$ cat src/rtl/scan_seq_pkg.sv
`timescale 1ns/1ps
// Shared types and register offsets for the scan sequencer.
package scan_seq_pkg;
    localparam int ADDR_W = 3;
    localparam logic [ADDR_W-1:0] OFS_CTRL  = 3'd0;
    localparam logic [ADDR_W-1:0] OFS_STAT  = 3'd1;
    localparam int                DATA_BASE = 4;

    typedef enum logic [1:0] {
        ST_IDLE = 2'd0,
        ST_REQ  = 2'd1,
        ST_WAIT = 2'd2
    } seq_state_t;
endpackage

$ cat src/rtl/scan_seq_ctrl.sv
`timescale 1ns/1ps
// Control and status registers.
// Holds the go bit, last channel, interrupt enable and end flag.
// Assumes pass_end is a one-cycle strobe from the sequencer.
// The hardware set of the end flag has priority over a software clear.
module scan_seq_ctrl
    import scan_seq_pkg::*;
#(
    parameter int CH_W = 2
) (
    input  logic              clk,
    input  logic              rst_n,
    input  logic              wr_en,
    input  logic [ADDR_W-1:0] addr,
    input  logic [CH_W+1:0]   wbits,
    input  logic              pass_end,
    output logic              go,
    output logic [CH_W-1:0]   last_ch,
    output logic              irq_en,
    output logic              end_flag
);
    logic wr_ctrl;
    logic wr_stat;

    assign wr_ctrl = wr_en && (addr == OFS_CTRL);
    assign wr_stat = wr_en && (addr == OFS_STAT);

    // Register updates: software fields, self-clearing go, sticky end flag.
    always_ff @(posedge clk) begin
        if (!rst_n) begin
            go       <= 1'b0;
            last_ch  <= '0;
            irq_en   <= 1'b0;
            end_flag <= 1'b0;
        end else begin
            if (wr_ctrl) begin
                last_ch <= wbits[CH_W:1];
                irq_en  <= wbits[CH_W+1];
                if (wbits[0] && !go)
                    go <= 1'b1;
            end
            if (pass_end)
                go <= 1'b0;
            if (wr_stat && !wbits[0])
                end_flag <= 1'b0;
            if (pass_end)
                end_flag <= 1'b1;
        end
    end
endmodule

$ cat src/rtl/scan_seq_fsm.sv
`timescale 1ns/1ps
// Pass sequencer.
// Walks the channels from 0 to the latched last channel, one request at a time.
// Assumes conv_done arrives only while a request is outstanding.
module scan_seq_fsm
    import scan_seq_pkg::*;
#(
    parameter int CH_W = 2
) (
    input  logic            clk,
    input  logic            rst_n,
    input  logic            go,
    input  logic [CH_W-1:0] last_ch,
    input  logic            conv_done,
    output logic            conv_start,
    output logic [CH_W-1:0] cur_ch,
    output logic            store,
    output logic            pass_end
);
    seq_state_t      state;
    logic [CH_W-1:0] last_q;

    // Request in REQ, capture the result on done in WAIT.
    assign conv_start = (state == ST_REQ);
    assign store      = (state == ST_WAIT) && conv_done;
    assign pass_end   = store && (cur_ch == last_q);

    // State, channel pointer and latched pass length.
    always_ff @(posedge clk) begin
        if (!rst_n) begin
            state  <= ST_IDLE;
            cur_ch <= '0;
            last_q <= '0;
        end else begin
            case (state)
                ST_IDLE: if (go) begin
                    state  <= ST_REQ;
                    cur_ch <= '0;
                    last_q <= last_ch;
                end
                ST_REQ:  state <= ST_WAIT;
                ST_WAIT: if (conv_done) begin
                    if (cur_ch == last_q) begin
                        state <= ST_IDLE;
                    end else begin
                        cur_ch <= cur_ch + 1'b1;
                        state  <= ST_REQ;
                    end
                end
                default: state <= ST_IDLE;
            endcase
        end
    end
endmodule

$ cat src/rtl/scan_seq_data.sv
`timescale 1ns/1ps
// Per-channel result registers.
// A result is stored left-justified, with the low bits zero.
// A register holds its value until the next store to its channel.
module scan_seq_data #(
    parameter int NCH    = 4,
    parameter int CH_W   = 2,
    parameter int RES_W  = 10,
    parameter int DATA_W = 16
) (
    input  logic                  clk,
    input  logic                  rst_n,
    input  logic                  store,
    input  logic [CH_W-1:0]       cur_ch,
    input  logic [RES_W-1:0]      result,
    output logic [NCH*DATA_W-1:0] data_flat
);
    localparam int PAD_W = DATA_W - RES_W;

    for (genvar c = 0; c < NCH; c++) begin : g_ch
        // Result register of channel c.
        always_ff @(posedge clk) begin
            if (!rst_n)
                data_flat[c*DATA_W +: DATA_W] <= '0;
            else if (store && (cur_ch == CH_W'(c)))
                data_flat[c*DATA_W +: DATA_W] <= {result, {PAD_W{1'b0}}};
        end
    end
endmodule

$ cat src/rtl/scan_seq.sv
`timescale 1ns/1ps
// Single-pass scan ADC sequencer, top level.
// Joins the control registers, the sequencer and the result registers.
// The read port is combinational.
module scan_seq
    import scan_seq_pkg::*;
#(
    parameter int NCH    = 4,
    parameter int RES_W  = 10,
    parameter int DATA_W = 16,
    localparam int CH_W  = $clog2(NCH)
) (
    input  logic              clk,
    input  logic              rst_n,
    input  logic              wr_en,
    input  logic [ADDR_W-1:0] addr,
    input  logic [DATA_W-1:0] wdata,
    output logic [DATA_W-1:0] rdata,
    output logic              conv_start,
    output logic [CH_W-1:0]   conv_chan,
    input  logic              conv_done,
    input  logic [RES_W-1:0]  conv_result,
    output logic              irq
);
    logic                  go;
    logic [CH_W-1:0]       last_ch;
    logic                  irq_en;
    logic                  end_flag;
    logic                  store;
    logic                  pass_end;
    logic [NCH*DATA_W-1:0] data_flat;

    scan_seq_ctrl #(.CH_W(CH_W)) u_ctrl (
        .clk      (clk),
        .rst_n    (rst_n),
        .wr_en    (wr_en),
        .addr     (addr),
        .wbits    (wdata[CH_W+1:0]),
        .pass_end (pass_end),
        .go       (go),
        .last_ch  (last_ch),
        .irq_en   (irq_en),
        .end_flag (end_flag)
    );

    scan_seq_fsm #(.CH_W(CH_W)) u_fsm (
        .clk        (clk),
        .rst_n      (rst_n),
        .go         (go),
        .last_ch    (last_ch),
        .conv_done  (conv_done),
        .conv_start (conv_start),
        .cur_ch     (conv_chan),
        .store      (store),
        .pass_end   (pass_end)
    );

    scan_seq_data #(.NCH(NCH), .CH_W(CH_W), .RES_W(RES_W), .DATA_W(DATA_W)) u_data (
        .clk       (clk),
        .rst_n     (rst_n),
        .store     (store),
        .cur_ch    (conv_chan),
        .result    (conv_result),
        .data_flat (data_flat)
    );

    assign irq = end_flag && irq_en;

    // Read multiplexer over control, status and data registers.
    always_comb begin
        rdata = '0;
        if (addr == OFS_CTRL) begin
            rdata[0]        = go;
            rdata[CH_W:1]   = last_ch;
            rdata[CH_W+1]   = irq_en;
        end else if (addr == OFS_STAT) begin
            rdata[0] = end_flag;
        end else begin
            for (int c = 0; c < NCH; c++)
                if (addr == ADDR_W'(DATA_BASE + c))
                    rdata = data_flat[c*DATA_W +: DATA_W];
        end
    end
endmodule

$ cat config.mk
export PLATFORM = sky130hd
export DESIGN_NAME = scan_seq
export DESIGN_NICKNAME = d
export VERILOG_FILES = /design/src/rtl/scan_seq_pkg.sv /design/src/rtl/scan_seq_ctrl.sv /design/src/rtl/scan_seq_fsm.sv /design/src/rtl/scan_seq_data.sv /design/src/rtl/scan_seq.sv
export SDC_FILE = /design/constraint.sdc
export NUM_CORES = 1
export LEC_CHECK = 0
export ABC_CLOCK_PERIOD_IN_PS = 1570
export CAP_MARGIN = 0
export CORE_ASPECT_RATIO = 0.5
export CORE_UTILIZATION = 30
export CTS_BUF_LIST = sky130_fd_sc_hd__clkbuf_2 sky130_fd_sc_hd__clkbuf_4 sky130_fd_sc_hd__clkbuf_8
export CTS_CLUSTER_SIZE = 24
export DETAILED_ROUTE_END_ITERATION = 16
export GPL_TIMING_DRIVEN = 1
export SYNTH_ARGS = -nofsm -noshare
export SYNTH_HDL_FRONTEND = slang
export SYNTH_SLANG_ARGS = --single-unit
$ cat constraint.sdc
create_clock -name clk -period 1.57 [get_ports clk]
set_input_delay 0.157 -clock clk [delete_from_list [all_inputs] [get_ports clk]]
set_output_delay 0.157 -clock clk [all_outputs]
set_load 0.05 [all_outputs]
==> results of run 1 <==
## metrics by stage
step	cell area, sq um	util	hold WS, ps	TNS [ps]	instances
after floorplan	2360	-	279	0	269
after global placement	2990	0.403	439	-3380	410
after detailed placement	2990	0.403	447	-3420	410
after CTS	3250	0.437	450	-64.3	421
after global routing	3270	0.440	367	-382	422
final	3270	0.440	336	-9.26	422
## per-layer routing
metal | share of wire | vias to the layer above | GRT usage | wire length [microns]
met1 | 0.48 | 977 | 0.200 | 2900
met2 | 0.47 | 33 | 0.255 | 2820
li1 | - | 1022 | - | -
met4 | 0.014 | 0 | 0.0625 | 85
met5 | 0 | - | 0 | 0
met3 | 0.036 | 7 | 0.0322 | 214
## cell usage after synthesis
master / instances
sky130_fd_sc_hd__a2111o_1: 1
sky130_fd_sc_hd__a21oi_1: 42
sky130_fd_sc_hd__a311oi_1: 1
sky130_fd_sc_hd__a31oi_1: 1
sky130_fd_sc_hd__and2_1: 16
sky130_fd_sc_hd__and3b_1: 1
sky130_fd_sc_hd__and4b_1: 4
sky130_fd_sc_hd__buf_2: 2
sky130_fd_sc_hd__buf_4: 3
sky130_fd_sc_hd__clkbuf_1: 12
sky130_fd_sc_hd__clkbuf_2: 1
sky130_fd_sc_hd__conb_1: 1
sky130_fd_sc_hd__dfxtp_1: 51
sky130_fd_sc_hd__ha_1: 4
sky130_fd_sc_hd__inv_1: 3
sky130_fd_sc_hd__mux2i_1: 7
sky130_fd_sc_hd__mux4_2: 10
sky130_fd_sc_hd__nand2_1: 81
sky130_fd_sc_hd__nand3_1: 2
sky130_fd_sc_hd__nand4_1: 1
sky130_fd_sc_hd__nand4b_1: 4
sky130_fd_sc_hd__nor2_1: 7
sky130_fd_sc_hd__nor2b_1: 1
sky130_fd_sc_hd__nor3_1: 2
sky130_fd_sc_hd__nor3b_1: 3
sky130_fd_sc_hd__nor4b_4: 1
sky130_fd_sc_hd__o21ai_0: 1
sky130_fd_sc_hd__o32ai_1: 1
sky130_fd_sc_hd__o41ai_1: 1
sky130_fd_sc_hd__or3b_1: 1
sky130_fd_sc_hd__xnor2_1: 2
## worst min-delay path by stage
stage | depth (start not counted) | slack (ps) | to | start
6_report | 3 | 340 | u_ctrl.end_flag | addr[2]
5_1_grt | 3 | 370 | u_ctrl.end_flag | addr[2]
4_1_cts | 3 | 450 | u_ctrl.last_ch[0] | wdata[1]
3_5_place_dp | 2 | 450 | u_data.data_flat[42] | u_data.data_flat[42]
3_3_place_gp | 2 | 440 | u_data.data_flat[13] | u_data.data_flat[13]
2_1_floorplan | 1 | 280 | u_fsm.state[0] | rst_n
## layout make-up
class	count	area [sq um]
Clock buffer	6	82.6
Clock inverter	2	38.8
Fill cell	733	4160
Inverter	3	11.3
Multi-Input combinational cell	197	1270
Sequential cell	51	1040
Tap cell	96	120
Timing Repair Buffer	67	714
## cells by family (layout without fill, tap and decap cells)
logic type	after synthesis	count (layout)	share of synthesized area
other	1	2	0.00160
multiplexers	17	17	0.126
AND/OR/NAND/NOR	124	124	0.257
XOR/XNOR	2	2	0.00748
buffers and inverters	21	78	0.0401
flip-flops	51	51	0.436
adder cells (fa/ha/maj)	4	4	0.0214
AO/OA/AOI/OAI	48	48	0.111
## timing repair
action	CTS	global route
resized for setup	36	10
pin swaps	6	0
setup buffers	2	1
cloned	1	0
endpoints found under the setup margin	13	13
## registers in the layout, summed over array words and instances, names as in the netlist
register / count
u_data.data_flat: 40
u_ctrl.last_ch: 2
u_fsm.cur_ch: 2
u_fsm.last_q: 2
u_fsm.state: 2
u_ctrl.end_flag: 1
u_ctrl.go: 1
u_ctrl.irq_en: 1
## report_power, final
group	leakage, nW	switching [mW]	total (mW)	internal [mW]
combinational	0.707	0.103	0.202	0.0989
sequential	0.419	0.00264	1.30	1.30
clock	0.0618	0.467	0.992	0.525
total	1.19	0.573	2.49	1.92
## critical path, cell delays in order, from the launching register on
cell,delay [ps]
sky130_fd_sc_hd__dfxtp_2,330
sky130_fd_sc_hd__mux4_2,450
sky130_fd_sc_hd__and2_1,180
sky130_fd_sc_hd__buf_6,150
==> metrics.txt, run 1 <==
outcome=finished with violations; failing checks=negative setup slack; class of the most critical setup path=flip-flop to output pin; number of buffers added by the clock tree synthesis step=5; hold buffer count at CTS=0; fraction of post-synthesis cell area in the top cell type by area=0.436; clock-pin transition on the worst setup and hold timing paths=90 ps; Post-DRT Antenna Nets=0; number of cell instances on the worst register-to-register path=3; gate count of the mapped netlist=268; Syn-to-layout area delta=39.7%; first-pass GRT wire length=between 9000 and 10000 microns; final period utilization=1.01; sort of element at the start of the critical path=flip-flop; setup slack after layout=-8.34 ps; setup repair after global routing missed its margin=yes; worst hold path class=input pin to flip-flop; overall die width=127 microns; fraction of final layout cells with drive strength greater than 1=0.288; Reg2Reg Capture Point=u_fsm.cur_ch[0]; clk_skew=10.2 ps; Die H=approximately 64 microns; cell types occupying the most area after synthesis=sky130_fd_sc_hd__dfxtp_1 44%, sky130_fd_sc_hd__nand2_1 13%, sky130_fd_sc_hd__mux4_2 9.6%, sky130_fd_sc_hd__a21oi_1 9.0%, sky130_fd_sc_hd__and2_1 4.3%; slack of the worst reg-to-reg path=about 190 ps; maximum number of pins on one net before global-route repair=25; Mean Syn Cell Area=8.74 sq um; number of violations of the max-capacitance limit=0; Die Outline Area=approximately 8000 sq um; TritonRoute pass-1 iters=4; maximum buffer depth of the clock tree=2; CTS HTree Levels=2; Worst Setup EP=rdata[15]; Core ar.=around 7400 sq um; wire length per cell after detailed routing=approximately 14 microns; initial antenna violation count=0; distinct cell type count after synthesis=31; commonest cells after routing, fill and taps aside=81 x sky130_fd_sc_hd__nand2_1, 42 x sky130_fd_sc_hd__a21oi_1, 36 x sky130_fd_sc_hd__dfxtp_1, 29 x sky130_fd_sc_hd__buf_4, 17 x sky130_fd_sc_hd__clkdlybuf4s50_1; total congestion overflow=0; startpoint of the worst register-to-register path=u_fsm.cur_ch[0]; cell taking the most area after synthesis=sky130_fd_sc_hd__dfxtp_1; overall power=2.49 mW; number of remaining DRC errors=0; Final nets=362; vias in the first global route=1983; count of state elements after synthesis=51; number of vias in the routed layout=~2000; Pins Over Slew Limit=0; total number of clock tree sinks=51; number of setup violations in the final report=3; final-report hold violation count=0; Vias per Instance=4.83; Pleak=1.19 nW; later-pin clock latency in the skew report=320 ps; initial cell density of the core=0.315; post-detailed-routing wire length=6020 microns; clock tree from TritonCTS=done; power density cells=762 nW/um^2; overall fraction of global-route tracks in use=0.155; number of cell rows=22; type of element capturing the critical path=output pin; maximum clock frequency=0.634 GHz; post-DP HPWL=between 4000 and 5000 microns; register area share after synthesis=0.436; master cell of the clock root buffer=sky130_fd_sc_hd__clkbuf_8; Crit path arrival time=between 1000 and 1500 ps; largest voltage drop on the vdd net=between 0.0003 and 0.0004 V; shortest clock period the worst path allows after layout=1580 ps; number of warnings issued by yosys=0; critical path fanouts, max=2; violation count after the first detailed-routing iteration=105; cell area after synthesis=2340 sq um; most common library cell in the layout ignoring fill and taps=sky130_fd_sc_hd__nand2_1; count of input and output buffers=38; Worst setup startpoint=u_data.data_flat[63]; pre-CTS setup slack=-285 ps; ANT cells=0; global placer's final weighted congestion=0.792; I/O pin cnt=53; worst endpoint required time=1410 ps
(Power assumes the default switching activity.)
==> run 2: changes to the inputs <==
Settings changed: PLACE_DENSITY_LB_ADDON set to 0.2, SETUP_SLACK_MARGIN set to 0.5.
==> metrics.txt, run 2 (synthesis results as in run 1) <==
initial cell density of the core=0.315; Pins Over Slew Limit=0; number of buffers added by the clock tree synthesis step=5; type of element capturing the critical path=output pin; worst hold path class=input pin to flip-flop; final-report hold violation count=0; count of input and output buffers=38; Vias per Instance=about 5.0; Reg with most FFs=u_data.data_flat; worst endpoint required time=between 1000 and 1500 ps; clk_skew=around 8.6 ps; placed inst area=a little over 3000 sq um; outcome=completed; clock-pin transition on the worst setup and hold timing paths=100 ps; final period utilization=0.988; accumulated negative setup slack=0 ps; power density cells=570 nW/um^2; first-pass GRT wire length=11400 microns; Die H=64.5 microns; final instance count without filler cells=443; post-detailed-routing wire length=7130 microns; maximum clock frequency=0.644 GHz; number of cells after detailed placement=between 400 and 500; master cell of the clock root buffer=sky130_fd_sc_hd__clkbuf_8; Crit path arrival time=1390 ps; shortest clock period the worst path allows after layout=1550 ps; post-DP HPWL=around 4300 microns; Post-DRT Antenna Nets=0; number of setup violations in the final report=0; sort of element at the start of the critical path=flip-flop; max reg flops=40; Die Outline Area=8190 sq um; Final nets=383; hold buffer count at CTS=0; vias in the first global route=about 2300; commonest cells after routing, fill and taps aside=41 x sky130_fd_sc_hd__nand2_1, 41 x sky130_fd_sc_hd__a21oi_2, 35 x sky130_fd_sc_hd__dfxtp_1, 27 x sky130_fd_sc_hd__buf_6, 22 x sky130_fd_sc_hd__nand2_2; Worst Setup EP=rdata[10]; total congestion overflow=0; initial antenna violation count=0; number of cell instances on the worst register-to-register path=8; overall fraction of global-route tracks in use=0.179; Worst setup startpoint=u_data.data_flat[58]; class of the most critical setup path=flip-flop to output pin; finished layout cell area=4150 sq um; overall die width=around 130 microns; TritonRoute pass-1 iters=4; pre-CTS setup slack=-273 ps; slack of the worst reg-to-reg path=160 ps; clock tree from TritonCTS=done; Syn-to-layout area delta=77.4%; largest voltage drop on the vdd net=about 0.00025 V; number of vias in the routed layout=~2200; maximum buffer depth of the clock tree=2; CTS HTree Levels=2; Core ar.=about 7400 sq um; global placer's final weighted congestion=0.745; later-pin clock latency in the skew report=300 ps; fraction of final layout cells with drive strength greater than 1=0.634; wire length per cell after detailed routing=16.1 microns; number of remaining DRC errors=0; total number of clock tree sinks=51; number of cell rows=22; violation count after the first detailed-routing iteration=80; startpoint of the worst register-to-register path=u_fsm.cur_ch[0]; Pleak=1.56 nW; setup repair after global routing missed its margin=yes; I/O pin cnt=53; number of violations of the max-capacitance limit=0; setup slack after layout=approximately 18 ps; ANT cells=0; critical path fanouts, max=2; maximum number of pins on one net before global-route repair=30; Reg2Reg Capture Point=u_data.data_flat[43]; post-route core utilization=0.559
run 2: changes by cell type in the layout (fill, tap and decap cells not counted), moves of 7 or more:
cell	previous run	this run
sky130_fd_sc_hd__nand2_2	0	22
sky130_fd_sc_hd__a21oi_2	0	41
sky130_fd_sc_hd__a21oi_1	42	1
sky130_fd_sc_hd__nand2_1	81	41
sky130_fd_sc_hd__buf_4	29	15
sky130_fd_sc_hd__nand2_4	0	18
sky130_fd_sc_hd__buf_8	6	13
sky130_fd_sc_hd__buf_6	5	27
run 2: how the worst min path moves through the flow:
stage                          from  slack, ps  cells after the start                    to
2_1_floorplan                 rst_n        280                      1        u_fsm.state[0]
3_3_place_gp   u_data.data_flat[46]        440                      2  u_data.data_flat[46]
3_5_place_dp   u_data.data_flat[12]        450                      2  u_data.data_flat[12]
4_1_cts                     addr[1]        430                      5       u_ctrl.end_flag
5_1_grt                       wr_en        330                      4       u_ctrl.end_flag
6_report                      wr_en        300                      4       u_ctrl.end_flag
run 2: area by class of cell:
type / instances / area, sq um
clock inverters: 2 / 15.0
well taps: 96 / 120
clock buffers: 6 / 82.6
fillers: 617 / 3280
multi-input cells: 197 / 1770
flip-flops and latches: 51 / 1050
inverters: 3 / 18.8
repair buffers: 88 / 1090
run 2: where the power goes:
part           internal, mW  switching [mW]
registers              1.29         0.00351
clock network         0.362           0.456
logic                 0.116           0.142
run 2: stage by stage:
step	power, mW	hold WS, ps
finish	2.37	304
global route	2.47	325
detailed placement	1.52	447
global placement	1.52	439
floorplan	1.42	279
CTS	2.36	432
run 2: worst max-delay path, cell delays in order (launching register included):
cell	delay (ps)
sky130_fd_sc_hd__dfxtp_2	340
sky130_fd_sc_hd__mux4_2	450
sky130_fd_sc_hd__and2_4	150
sky130_fd_sc_hd__buf_8	140
run 2: per-layer routing:
metal  wire [microns]  vias up  GRT usage
met5                0        -          0
met4              123        0     0.0446
met3              216       10     0.0306
met2             3500       49      0.312
met1             3290     1095      0.233
li1                 -     1073          -
run 2: repair_timing:
| item | CTS | global route |
|---|---|---|
| pin swaps | 29 | 23 |
| buffers inserted | 19 | 5 |
| resized for setup | 112 | 97 |
| endpoints found under the setup margin | 68 | 68 |
| cloned | 2 | 0 |
==> run 3: changes to the inputs <==
Settings changed: ABC_CLOCK_PERIOD_IN_PS 1570 to 1320, CTS_BUF_LIST sky130_fd_sc_hd__clkbuf_2 sky130_fd_sc_hd__clkbuf_4 sky130_fd_sc_hd__clkbuf_8 to unset.
Clock period 1.57 ns to 1.32 ns, I/O delays scaled along.
==> metrics.txt, run 3 (synthesis results as in run 1) <==
outcome=finished with violations; failing checks=negative setup slack; number of cell rows=22; type of element capturing the critical path=output pin; number of cells after detailed placement=approximately 420; number of violations of the max-capacitance limit=0; wire length per cell after detailed routing=16.0 microns; overall die width=127 microns; sort of element at the start of the critical path=flip-flop; total of fill cells in the finished design=637; overall power=3.19 mW; maximum number of pins on one net before global-route repair=41; commonest cells after routing, fill and taps aside=40 x sky130_fd_sc_hd__nand2_1, 39 x sky130_fd_sc_hd__a21oi_2, 34 x sky130_fd_sc_hd__nand2_2, 28 x sky130_fd_sc_hd__dfxtp_1; slack of the worst reg-to-reg path=10 ps; ANT cells=0; Reg with most FFs=u_data.data_flat; vias in the first global route=between 2000 and 2500; accumulated negative setup slack=-1750 ps; worst slack on hold paths=370 ps; count of input and output buffers=38; maximum clock frequency=0.660 GHz; most common library cell in the layout ignoring fill and taps=sky130_fd_sc_hd__nand2_1; TritonRoute pass-1 iters=4; total congestion overflow=0; number of remaining DRC errors=0; hold buffer count at CTS=0; initial cell density of the core=0.315; worst endpoint required time=between 1000 and 1500 ps; largest stage delay on the critical path=480 ps; class of the most critical setup path=flip-flop to output pin; Die H=64.5 microns; Pins Over Slew Limit=0; Cell Int Power=2.44 mW; number of setup violations in the final report=10; part of the total power dissipated in sequential elements=0.482; share of total power consumed by net switching=0.237; Core ar.=about 7400 sq um; post-route core utilization=0.552; critical path fanouts, max=2; number of cell instances on the worst register-to-register path=6; setup slack after layout=-195 ps; crit-path cells=mux4_2, and2_4, buf_8; largest voltage drop on the vdd net=roughly 0.00046 V; Syn-to-layout area delta=75.2%; Hold Path Depth=4; clock tree from TritonCTS=done; worst hold path class=input pin to flip-flop; violation count after the first detailed-routing iteration=86; setup repair after global routing missed its margin=yes; Reg2Reg Capture Point=u_data.data_flat[15]; Die Outline Area=roughly 8200 sq um; global placer's final weighted congestion=0.798; startpoint of the worst register-to-register path=u_fsm.cur_ch[1]; Endpoint, Worst Hold=u_ctrl.end_flag; first-pass GRT wire length=~11000 microns; Vias per Instance=slightly above 5; Switch Pwr=between 0.7 and 0.8 mW; clk_skew=4.22 ps; later-pin clock latency in the skew report=290 ps; post-detailed-routing wire length=7040 microns; final instance count without filler cells=439; Pleak=1.45 nW; final-report hold violation count=0; final period utilization=1.15; Final nets=379; CTS HTree Levels=2; number of buffers added by the clock tree synthesis step=5; master cell of the clock root buffer=sky130_fd_sc_hd__clkbuf_16; part of the power in the clock network=0.422; CP max stage cell=sky130_fd_sc_hd__mux4_2; I/O pin cnt=53; initial antenna violation count=0; Crit path arrival time=1380 ps; shortest clock period the worst path allows after layout=1510 ps; number of vias in the routed layout=2207; max reg flops=40; Post-DRT Antenna Nets=0; clock-pin transition on the worst setup and hold timing paths=70 ps; power density cells=approximately 780 nW/um^2; fraction of power consumed by combinational cells=0.096; critical hold path startpoint=addr[2]; total number of clock tree sinks=51; post-DP HPWL=~4500 microns; maximum buffer depth of the clock tree=2; fraction of final layout cells with drive strength greater than 1=0.659; overall fraction of global-route tracks in use=0.180
==> run 3: cell types whose count changed in the layout (fill, tap and decap cells not counted), moves of 4 or more <==
cell / delta
sky130_fd_sc_hd__clkbuf_16: +4
sky130_fd_sc_hd__dfxtp_2: +8
sky130_fd_sc_hd__nand2_2: +12
sky130_fd_sc_hd__clkbuf_8: -5
sky130_fd_sc_hd__buf_6: -7
sky130_fd_sc_hd__buf_4: +5
sky130_fd_sc_hd__nand2_4: -11
sky130_fd_sc_hd__dfxtp_1: -7
==> run 3: critical path, delay by kind of cell, from the launching register on <==
kind	cells	cell delay, ps
muxes	1	480
DFF	1	310
and+or+nand+nor	1	160
buffers and inverters	1	140
==> run 3: stage by stage <==
step                area (sq um)  setup slack [ps]
global route                4100              -236
floorplan                   2520              73.8
detailed placement          3180              -473
finish                      4100              -195
CTS                         3930              -190
global placement            3180              -455
==> run 3: metal layers <==
layer	up-vias	global-route usage	wire length [microns]
met5	-	0	0
met4	0	0.0536	85
met3	9	0.0396	189
met2	29	0.298	3430
met1	1109	0.236	3340
li1	1060	-	-
==> run 3: worst max-delay path by stage <==
stage	startpoint	to	slack [ps]	cells after the start
3_3_place_gp	addr[1]	rdata[6]	-460	5
3_5_place_dp	addr[1]	rdata[12]	-470	5
2_1_floorplan	u_fsm.cur_ch[0]	u_data.data_flat[47]	70	6
6_report	u_data.data_flat[59]	rdata[11]	-190	3
4_1_cts	u_data.data_flat[56]	rdata[8]	-190	3
5_1_grt	u_data.data_flat[59]	rdata[11]	-240	3
==> run 3: final cells by class <==
class,count,area [sq um],share of cell area
well taps,96,120,0.0293
repair buffers,84,1010,0.246
clock buffers,6,139,0.0339
multi-input cells,197,1740,0.425
clock inverters,2,16.3,0.00396
inverters,3,16.3,0.00396
flip-flops and latches,51,1060,0.258
==> run 3: power by group through the flow <==
stage | logic, mW | clock network [mW] | registers (mW)
detailed placement | 0.240 | 0 | 1.58
finish | 0.306 | 1.35 | 1.54
global route | 0.325 | 1.47 | 1.54
floorplan | 0.118 | 0 | 1.58
CTS | 0.295 | 1.37 | 1.54
global placement | 0.237 | 0 | 1.58
==> run 3: what timing repair did <==
item                                    CTS  global route
pin swaps                                27             8
cloned                                    1             0
endpoints found under the setup margin   69            69
resized for setup                       151            41
buffers inserted                         10             3
